File: src/rtl/mapper_pkg.sv
package mapper_pkg;
  localparam int unsigned PAGES   = 4;
  localparam int unsigned IDX_W   = $clog2(PAGES);
  localparam int unsigned SEG_W   = 5;
  localparam int unsigned DATA_W  = 8;
  localparam int unsigned IOA_W   = 8;

  typedef logic [SEG_W-1:0] seg_t;
  typedef logic [IDX_W-1:0] idx_t;
endpackage

File: src/rtl/mapper_init_seq.sv
module mapper_init_seq
  import mapper_pkg::*;
(
  input  logic clk_i,
  input  logic rst_ni,
  output logic we_o,
  output idx_t idx_o,
  output logic done_o
);
  localparam int unsigned CNT_W = IDX_W + 1;

  logic [CNT_W-1:0] cnt_q;

  // counter stops once it reaches PAGES
  always_ff @(posedge clk_i or negedge rst_ni) begin
    if (!rst_ni) cnt_q <= '0;
    else if (!done_o) cnt_q <= cnt_q + 1'b1;
  end

  assign done_o = (cnt_q == CNT_W'(PAGES));
  assign we_o   = !done_o;
  assign idx_o  = cnt_q[IDX_W-1:0];
endmodule

File: src/rtl/mapper_port_decode.sv
module mapper_port_decode
  import mapper_pkg::*;
#(
  parameter logic [IOA_W-1:0] PORT_BASE = 8'hFC
) (
  input  logic [IOA_W-1:0] addr_i,
  output logic             hit_o,
  output idx_t             idx_o
);
  assign hit_o = (addr_i[IOA_W-1:IDX_W] == PORT_BASE[IOA_W-1:IDX_W]);
  assign idx_o = addr_i[IDX_W-1:0];
endmodule

File: src/rtl/mapper_regfile.sv
module mapper_regfile
  import mapper_pkg::*;
(
  input  logic clk_i,
  input  logic rst_ni,
  input  logic we_i,
  input  idx_t widx_i,
  input  seg_t wdata_i,
  input  idx_t ridx_a_i,
  output seg_t rdata_a_o,
  input  idx_t ridx_b_i,
  output seg_t rdata_b_o
);
  seg_t ent_q [PAGES];

  for (genvar g = 0; g < PAGES; g++) begin : g_ent
    always_ff @(posedge clk_i or negedge rst_ni) begin
      if (!rst_ni) ent_q[g] <= '0;
      else if (we_i && widx_i == idx_t'(g)) ent_q[g] <= wdata_i;
    end
  end

  assign rdata_a_o = ent_q[ridx_a_i];
  assign rdata_b_o = ent_q[ridx_b_i];
endmodule

File: src/rtl/page_mapper.sv
module page_mapper
  import mapper_pkg::*;
#(
  parameter logic [7:0] PORT_BASE = 8'hFC
) (
  input  logic       clk_i,
  input  logic       rst_ni,
  input  logic [7:0] io_addr_i,
  input  logic       io_wr_i,
  input  logic       io_rd_i,
  input  logic [7:0] io_wdata_i,
  output logic [7:0] io_rdata_o,
  output logic       bus_dir_o,
  input  logic [1:0] mem_page_i,
  output logic [4:0] seg_o
);
  logic init_we, init_done, port_hit;
  idx_t init_idx, port_idx, widx;
  logic we;
  seg_t wdata, rb_seg;

  mapper_init_seq u_seq (
    .clk_i  (clk_i),
    .rst_ni (rst_ni),
    .we_o   (init_we),
    .idx_o  (init_idx),
    .done_o (init_done)
  );

  mapper_port_decode #(.PORT_BASE(PORT_BASE)) u_dec (
    .addr_i (io_addr_i),
    .hit_o  (port_hit),
    .idx_o  (port_idx)
  );

  // sequencer owns the write port until done
  always_comb begin
    if (init_done) begin
      we    = io_wr_i && port_hit;
      widx  = port_idx;
      wdata = io_wdata_i[SEG_W-1:0];
    end else begin
      we    = init_we;
      widx  = init_idx;
      wdata = seg_t'(init_idx);
    end
  end

  mapper_regfile u_rf (
    .clk_i     (clk_i),
    .rst_ni    (rst_ni),
    .we_i      (we),
    .widx_i    (widx),
    .wdata_i   (wdata),
    .ridx_a_i  (mem_page_i),
    .rdata_a_o (seg_o),
    .ridx_b_i  (port_idx),
    .rdata_b_o (rb_seg)
  );

  assign bus_dir_o  = io_rd_i && port_hit;
  assign io_rdata_o = bus_dir_o ? {{(DATA_W-SEG_W){1'b1}}, rb_seg} : '0;
endmodule

File: config.mk
export PLATFORM = sky130hd
export DESIGN_NAME = page_mapper
export DESIGN_NICKNAME = d
export VERILOG_FILES = /design/src/rtl/mapper_pkg.sv /design/src/rtl/mapper_init_seq.sv /design/src/rtl/mapper_port_decode.sv /design/src/rtl/mapper_regfile.sv /design/src/rtl/page_mapper.sv
export SDC_FILE = /design/constraint.sdc
export NUM_CORES = 1
export LEC_CHECK = 0
export ABC_CLOCK_PERIOD_IN_PS = 2100
export BUFFER_PORTS_ARGS = -buffer_cell sky130_fd_sc_hd__buf_2
export CAP_MARGIN = 20
export CORE_ASPECT_RATIO = 1.5
export CORE_MARGIN = 3
export CORE_UTILIZATION = 28
export CTS_BUF_LIST = sky130_fd_sc_hd__clkbuf_4
export CTS_CLUSTER_SIZE = 20
export DETAILED_ROUTE_END_ITERATION = 12
export GPL_TIMING_DRIVEN = 1
export PLACE_DENSITY_LB_ADDON = 0.25
export SYNTH_ARGS = -nofsm -noshare
export SYNTH_HDL_FRONTEND = slang
export SYNTH_SLANG_ARGS = --single-unit
File: constraint.sdc
create_clock -name clk_i -period 2.1 [get_ports clk_i]
set_input_delay 0.315 -clock clk_i [delete_from_list [all_inputs] [get_ports clk_i]]
set_output_delay 0.315 -clock clk_i [all_outputs]
set_load 0.02 [all_outputs]
After elaboration in Yosys (flattened, before gate mapping). Index checks and enable logic that the tools add are counted.

Word-level logic and storage cells: 33. Input bits: 22. Register bits: 23.

Bitwise operators: 2. Multiplexer cells: 10. Equal/unequal tests: 5. $add $sub $neg: 1. Order comparisons: 2. Reductions and logical operators: 8.

Operator list (count): 5-bit two-way mux (5); 5-bit binary-select mux with 2-bit select (2); 8-bit two-way mux (1); 6-bit == test, second input constant (1); 3-bit >= comparator, second input constant (2); 1-bit logical AND (6); 2-bit inverter with 3-bit output (2); 2-bit == test, second input constant (2); 3-bit by 1-bit adder with 3-bit output, second input constant (1); 3-bit == test, second input constant (1); 2-bit by 1-bit == test with 1-bit output, second input constant (1); 2-bit zero test (1); 2-bit two-way mux (1); 1-bit zero test (1); 1-bit two-way mux (1).

Logic depth before layout (Yosys ltp).
Depth after elaboration: 5. Gate-level depth with buffers: 8. Depth with buffers taken out: 5.

Hierarchy. From an unflattened synthesis, not the netlist that was laid out.

Cell total of the unflattened synthesis: 103. Area total of the unflattened synthesis: 1385.1 um^2.

By module, submodules not included: mapper_regfile (instances 1, area each 1027.2 um^2, cells an instance 56, sequential area each 500.5 um^2); mapper_init_seq (instances 1, area each 171.4 um^2, cells an instance 16, sequential area each 75.1 um^2); page_mapper (instances 1, area each 157.7 um^2, cells an instance 26, sequential area each 0.0 um^2); mapper_port_decode (instances 1, area each 28.8 um^2, cells an instance 5, sequential area each 0.0 um^2).

Least setup slack after synthesis. No wires, ideal clock.

Path type: register to register. Start: reg u_seq.cnt_q[1]. End: reg u_rf.ent_q[2] (netlist name). Setup slack: 144 ps. Setup time: 127 ps. Stages on the path, launching flop included: 9. Arrival: 1829 ps. Path buffers: 3. Data required time: 1973 ps. Cells stage by stage: dfrtp_1 -> clkbuf_1 -> inv_1 -> ha_1 -> buf_4 -> nand3_4 -> or4_4 -> buf_6 -> mux2i_1.

Cells in the longest elaborated chain, start to end: 4.

Ends and longest elaborated chain: start: declaration (line mapper_init_seq.sv:12) `logic [CNT_W-1:0] cnt_q;`; start signal: assignment (line mapper_init_seq.sv:17) `else if (!done_o) cnt_q <= cnt_q + 1'b1;`; 3-bit == test (line mapper_init_seq.sv:20) `assign done_o = (cnt_q == CNT_W'(PAGES));`; 2-bit two-way mux or 1-bit zero test (tied branches); 2-bit == test or 1-bit two-way mux (tied branches) (line mapper_regfile.sv:19, page_mapper.sv:38); 1-bit logical AND (line mapper_regfile.sv:19) `else if (we_i && widx_i == idx_t'(g)) ent_q[g] <= wdata_i;`; end signal: indexed assignment (line mapper_regfile.sv:19); end: declaration (line mapper_regfile.sv:14) `seg_t ent_q [PAGES];`.

Several ways; a longest one is shown, not always the timed one. A chain may end at the register's enable or synchronous reset.

Worst setup path after layout.
Start: reg u_rf.ent_q[6] (netlist name). End: out io_rdata_o[1].

Cells in the longest elaborated chain, start to end: 4.

Ends and longest elaborated chain: 5-bit binary-select mux with 2-bit select (line mapper_regfile.sv:24) `assign rdata_b_o = ent_q[ridx_b_i];`; 5-bit two-way mux (implied by the code) (2 in series) (line mapper_regfile.sv:24); 8-bit two-way mux (line page_mapper.sv:62) `assign io_rdata_o = bus_dir_o ? {{(DATA_W-SEG_W){1'b1}}, rb_seg} : '0;`; end: declaration (line page_mapper.sv:12) `output logic [7:0] io_rdata_o,`.

No other way between the ends. The select of a mux whose other input is x is not followed.

==> flow_summary.json <==
{
  "cts.clk_slew.worst_paths_ns": 0.12,
  "period_share": 0.882,
  "drc": 0,
  "ys_top_cells_by_count": "23 x dfrtp_1, 19 x mux2i_1, 13 x o21ai_0",
  "area_growth_pct": 15.7,
  "crit_required_ns": 1.78,
  "synth-edff-count": 0,
  "core_sq_mm": 0.00520,
  "synthArstFlopShare": 1.00,
  "intPower_mw": 0.604,
  "ys_types": 32,
  "globalplace.congestion": 0.755,
  "pwr-share-comb": 0.151,
  "switching_power_mw": 0.206,
  "ctsRootBufferMaster": "clkbuf_4",
  "grt_start_max_net_pins": 24,
  "final_core_util": 0.338,
  "yosys.area.top_type": "dfrtp_1",
  "rsz0062_at_grt": "no",
  "total_power_mw": 0.810,
  "fin_tns_setup_ns": 0,
  "path_cells": "mux4_1, and2_1, buf_2",
  "antenna_found_initial": 0,
  "total_leakage_power_nw": 0.886,
  "syn_avg_cell_area_sq_um": 11.9,
  "cts_sinks": 23,
  "place_area_sq_mm": 0.00172,
  "max_freq_mhz": 540,
  "routedWlPerCell_um": 15.7,
  "insertedDiodeCount": 0,
  "tritoncts": "built",
  "worst-setup-path-type": "flop to output port",
  "start_kind": "flop",
  "rows": 32,
  "synth_area_sq_mm": 0.00152,
  "share_seq_of_total_power": 0.582,
  "use_met1": 0.136,
  "antenna_left": 0,
  "period_minus_slack_ns": 1.85,
  "clkLatencyLatePin_ns": 0.31,
  "met3_usage": 0.0222,
  "setup_viol": 0,
  "synth_nets": 152,
  "synth.most_common_cell": "dfrtp_1",
  "switching_share": 0.255,
  "final_max_slew_viol_count": 0,
  "seq_area_frac_synth": 0.378,
  "synth.top_cells.by_area": "dfrtp_1 38%, mux2i_1 13%, mux4_1 8.6%, mux4_2 7.4%, o21ai_0 4.3%",
  "ys.flop_type": "dfrtp_1",
  "yosys_warnings": 0,
  "ys_seq_elements": 23,
  "cts_setup_buffers": 0,
  "slowest_delay_ns": 0.49,
  "num_vias": 1099,
  "fp.dieH_um": 96.3,
  "maxCapViolCount": 0,
  "vias_per_cell": 4.82,
  "holdWs_ns": 0.268,
  "status": "finished, final reports clean",
  "final_layout_size_suffix_gt1_frac": 0.350,
  "initial_core_util": 0.292,
  "end_kind": "output port",
  "path_buf_inv": 1,
  "grt_pass1_wl_mm": 5.73,
  "die_w_um": 66.2,
  "fillers": 548,
  "relSlewSlack": 0.652,
  "worst-path-max-fanout": 3,
  "busiest_layer": "met2",
  "hold_path.class": "input port to flop",
  "io_pins": 36,
  "dp_hpwl_mm": 2.90,
  "p_clk_frac": 0.267,
  "cts-buffers-inserted": 3,
  "cp.arrival_ns": 1.54,
  "totalWireLength_mm": 3.57,
  "path_delay_family": "multiplexers",
  "fin_worst_skew_ns": 0.00184,
  "die_area_sq_mm": 0.00637,
  "crit_slowest_cell": "mux4_1",
  "synth.top_cell.area_share": 0.378,
  "syn_inst": 128,
  "cts_buffer_depth": 2,
  "tightest_slew_ns": 0.521,
  "grt_pass1_vias": 1132,
  "fin_area_sq_mm": 0.00176,
  "finalHoldViolations": 0,
  "final_net_count": 185,
  "use_met2": 0.220,
  "io_buffers": 32,
  "vdd_drop_max_mv": 0.144,
  "globalRouteOverflowTotal": 0,
  "pwr_density_cell_mw_per_mm2": 460,
  "htree_levels": 1,
  "drt_iter0_markers": 36,
  "firstDrtPassIters": 4,
  "grt_usage": 0.122
}
[power by group through the flow]
stage / Clock (mW) / Sequential, mW / Combinational [mW]
6_report: 0.217 / 0.471 / 0.122
5_1_grt: 0.246 / 0.474 / 0.134
4_1_cts: 0.221 / 0.472 / 0.125
3_5_place_dp: 0 / 0.480 / 0.123
3_3_place_gp: 0 / 0.479 / 0.121
2_1_floorplan: 0 / 0.475 / 0.0788
[state kept, by name, indices dropped and copies added (netlist names)]
signal / count
u_rf.ent_q: 20
u_seq.cnt_q: 3
[path summary, 6_finish.rpt]
kind                                              end  cells after the start  slack (ns)                  startpoint
setup / recovery                        io_rdata_o[1]                      3        0.25   u_rf.ent_q[6]$_DFFE_PN0P_
hold reg to reg            u_rf.ent_q[19]$_DFFE_PN0P_                      2        0.55  u_rf.ent_q[19]$_DFFE_PN0P_
max in group asynchronous   u_rf.ent_q[0]$_DFFE_PN0P_                      2        1.25                      rst_ni
min in group asynchronous  u_rf.ent_q[18]$_DFFE_PN0P_                      2        0.50                      rst_ni
hold / removal             u_rf.ent_q[15]$_DFFE_PN0P_                      3        0.27               io_wdata_i[0]
setup reg to reg           u_rf.ent_q[19]$_DFFE_PN0P_                      5        0.32  u_seq.cnt_q[0]$_DFFE_PN0P_
[placed cells by master, fill, tap and decap left out, types with 2 or more instances in the layout]
| cell | count |
|---|---|
| a31oi_1 | 3 |
| and2_1 | 5 |
| buf_2 | 32 |
| buf_4 | 7 |
| clkbuf_4 | 4 |
| dfrtp_1 | 23 |
| ha_1 | 2 |
| inv_1 | 5 |
| mux2i_1 | 19 |
| mux4_1 | 5 |
| mux4_2 | 5 |
| nand2_1 | 12 |
| nand3_1 | 3 |
| nor2_1 | 3 |
| nor4_1 | 2 |
| o21ai_0 | 13 |
| or4_4 | 2 |
[per-stage QoR]
step	instances	worst slack (ns)
after CTS	228	0.236
after detailed placement	223	0.326
after floorplan	128	0.144
after global placement	223	0.335
after global routing	228	0.156
final	228	0.248
[timing repair]
action,4_1_cts,5_1_grt
setup endpoints to repair,0,0
resized for setup,0,0
hold buffers,1,0
hold endpoints to repair,23,0
[cell families (layout without fill, tap and decap cells)]
kind of cell / after synthesis / in the layout / share of synthesized area
adders and majority gates: 2 / 2 / 0.0164
and+or+nand+nor: 35 / 35 / 0.152
buffers and inverters: 17 / 49 / 0.0773
DFF: 23 / 23 / 0.378
muxes: 30 / 30 / 0.293
xor gates and xnor gates: 1 / 1 / 0.00576
AOI/OAI and AO/OA: 20 / 20 / 0.0773
[tightest hold or removal path, stage by stage]
cell and delay (ns):
buf_2 0.12, nand2_1 0.05, mux2i_1 0.06
[routing by layer]
| layer | wire length (um) | vias to the layer above |
|---|---|---|
| met3 | 138 | 6 |
| met5 | 0 | - |
| met1 | 1430 | 534 |
| li1 | - | 534 |
| met2 | 1920 | 25 |
| met4 | 82 | 0 |
[final cells by class]
class / instances / area [sq um] / share of cell area
repair buffers: 40 / 223 / 0.127
inverters: 5 / 18.8 / 0.0107
flip-flops and latches: 23 / 576 / 0.327
well taps: 68 / 85.1 / 0.0483
multi-input cells: 88 / 828 / 0.471
clock buffers: 4 / 30.0 / 0.0171
No activity file was read; power rests on OpenSTA's default activity.
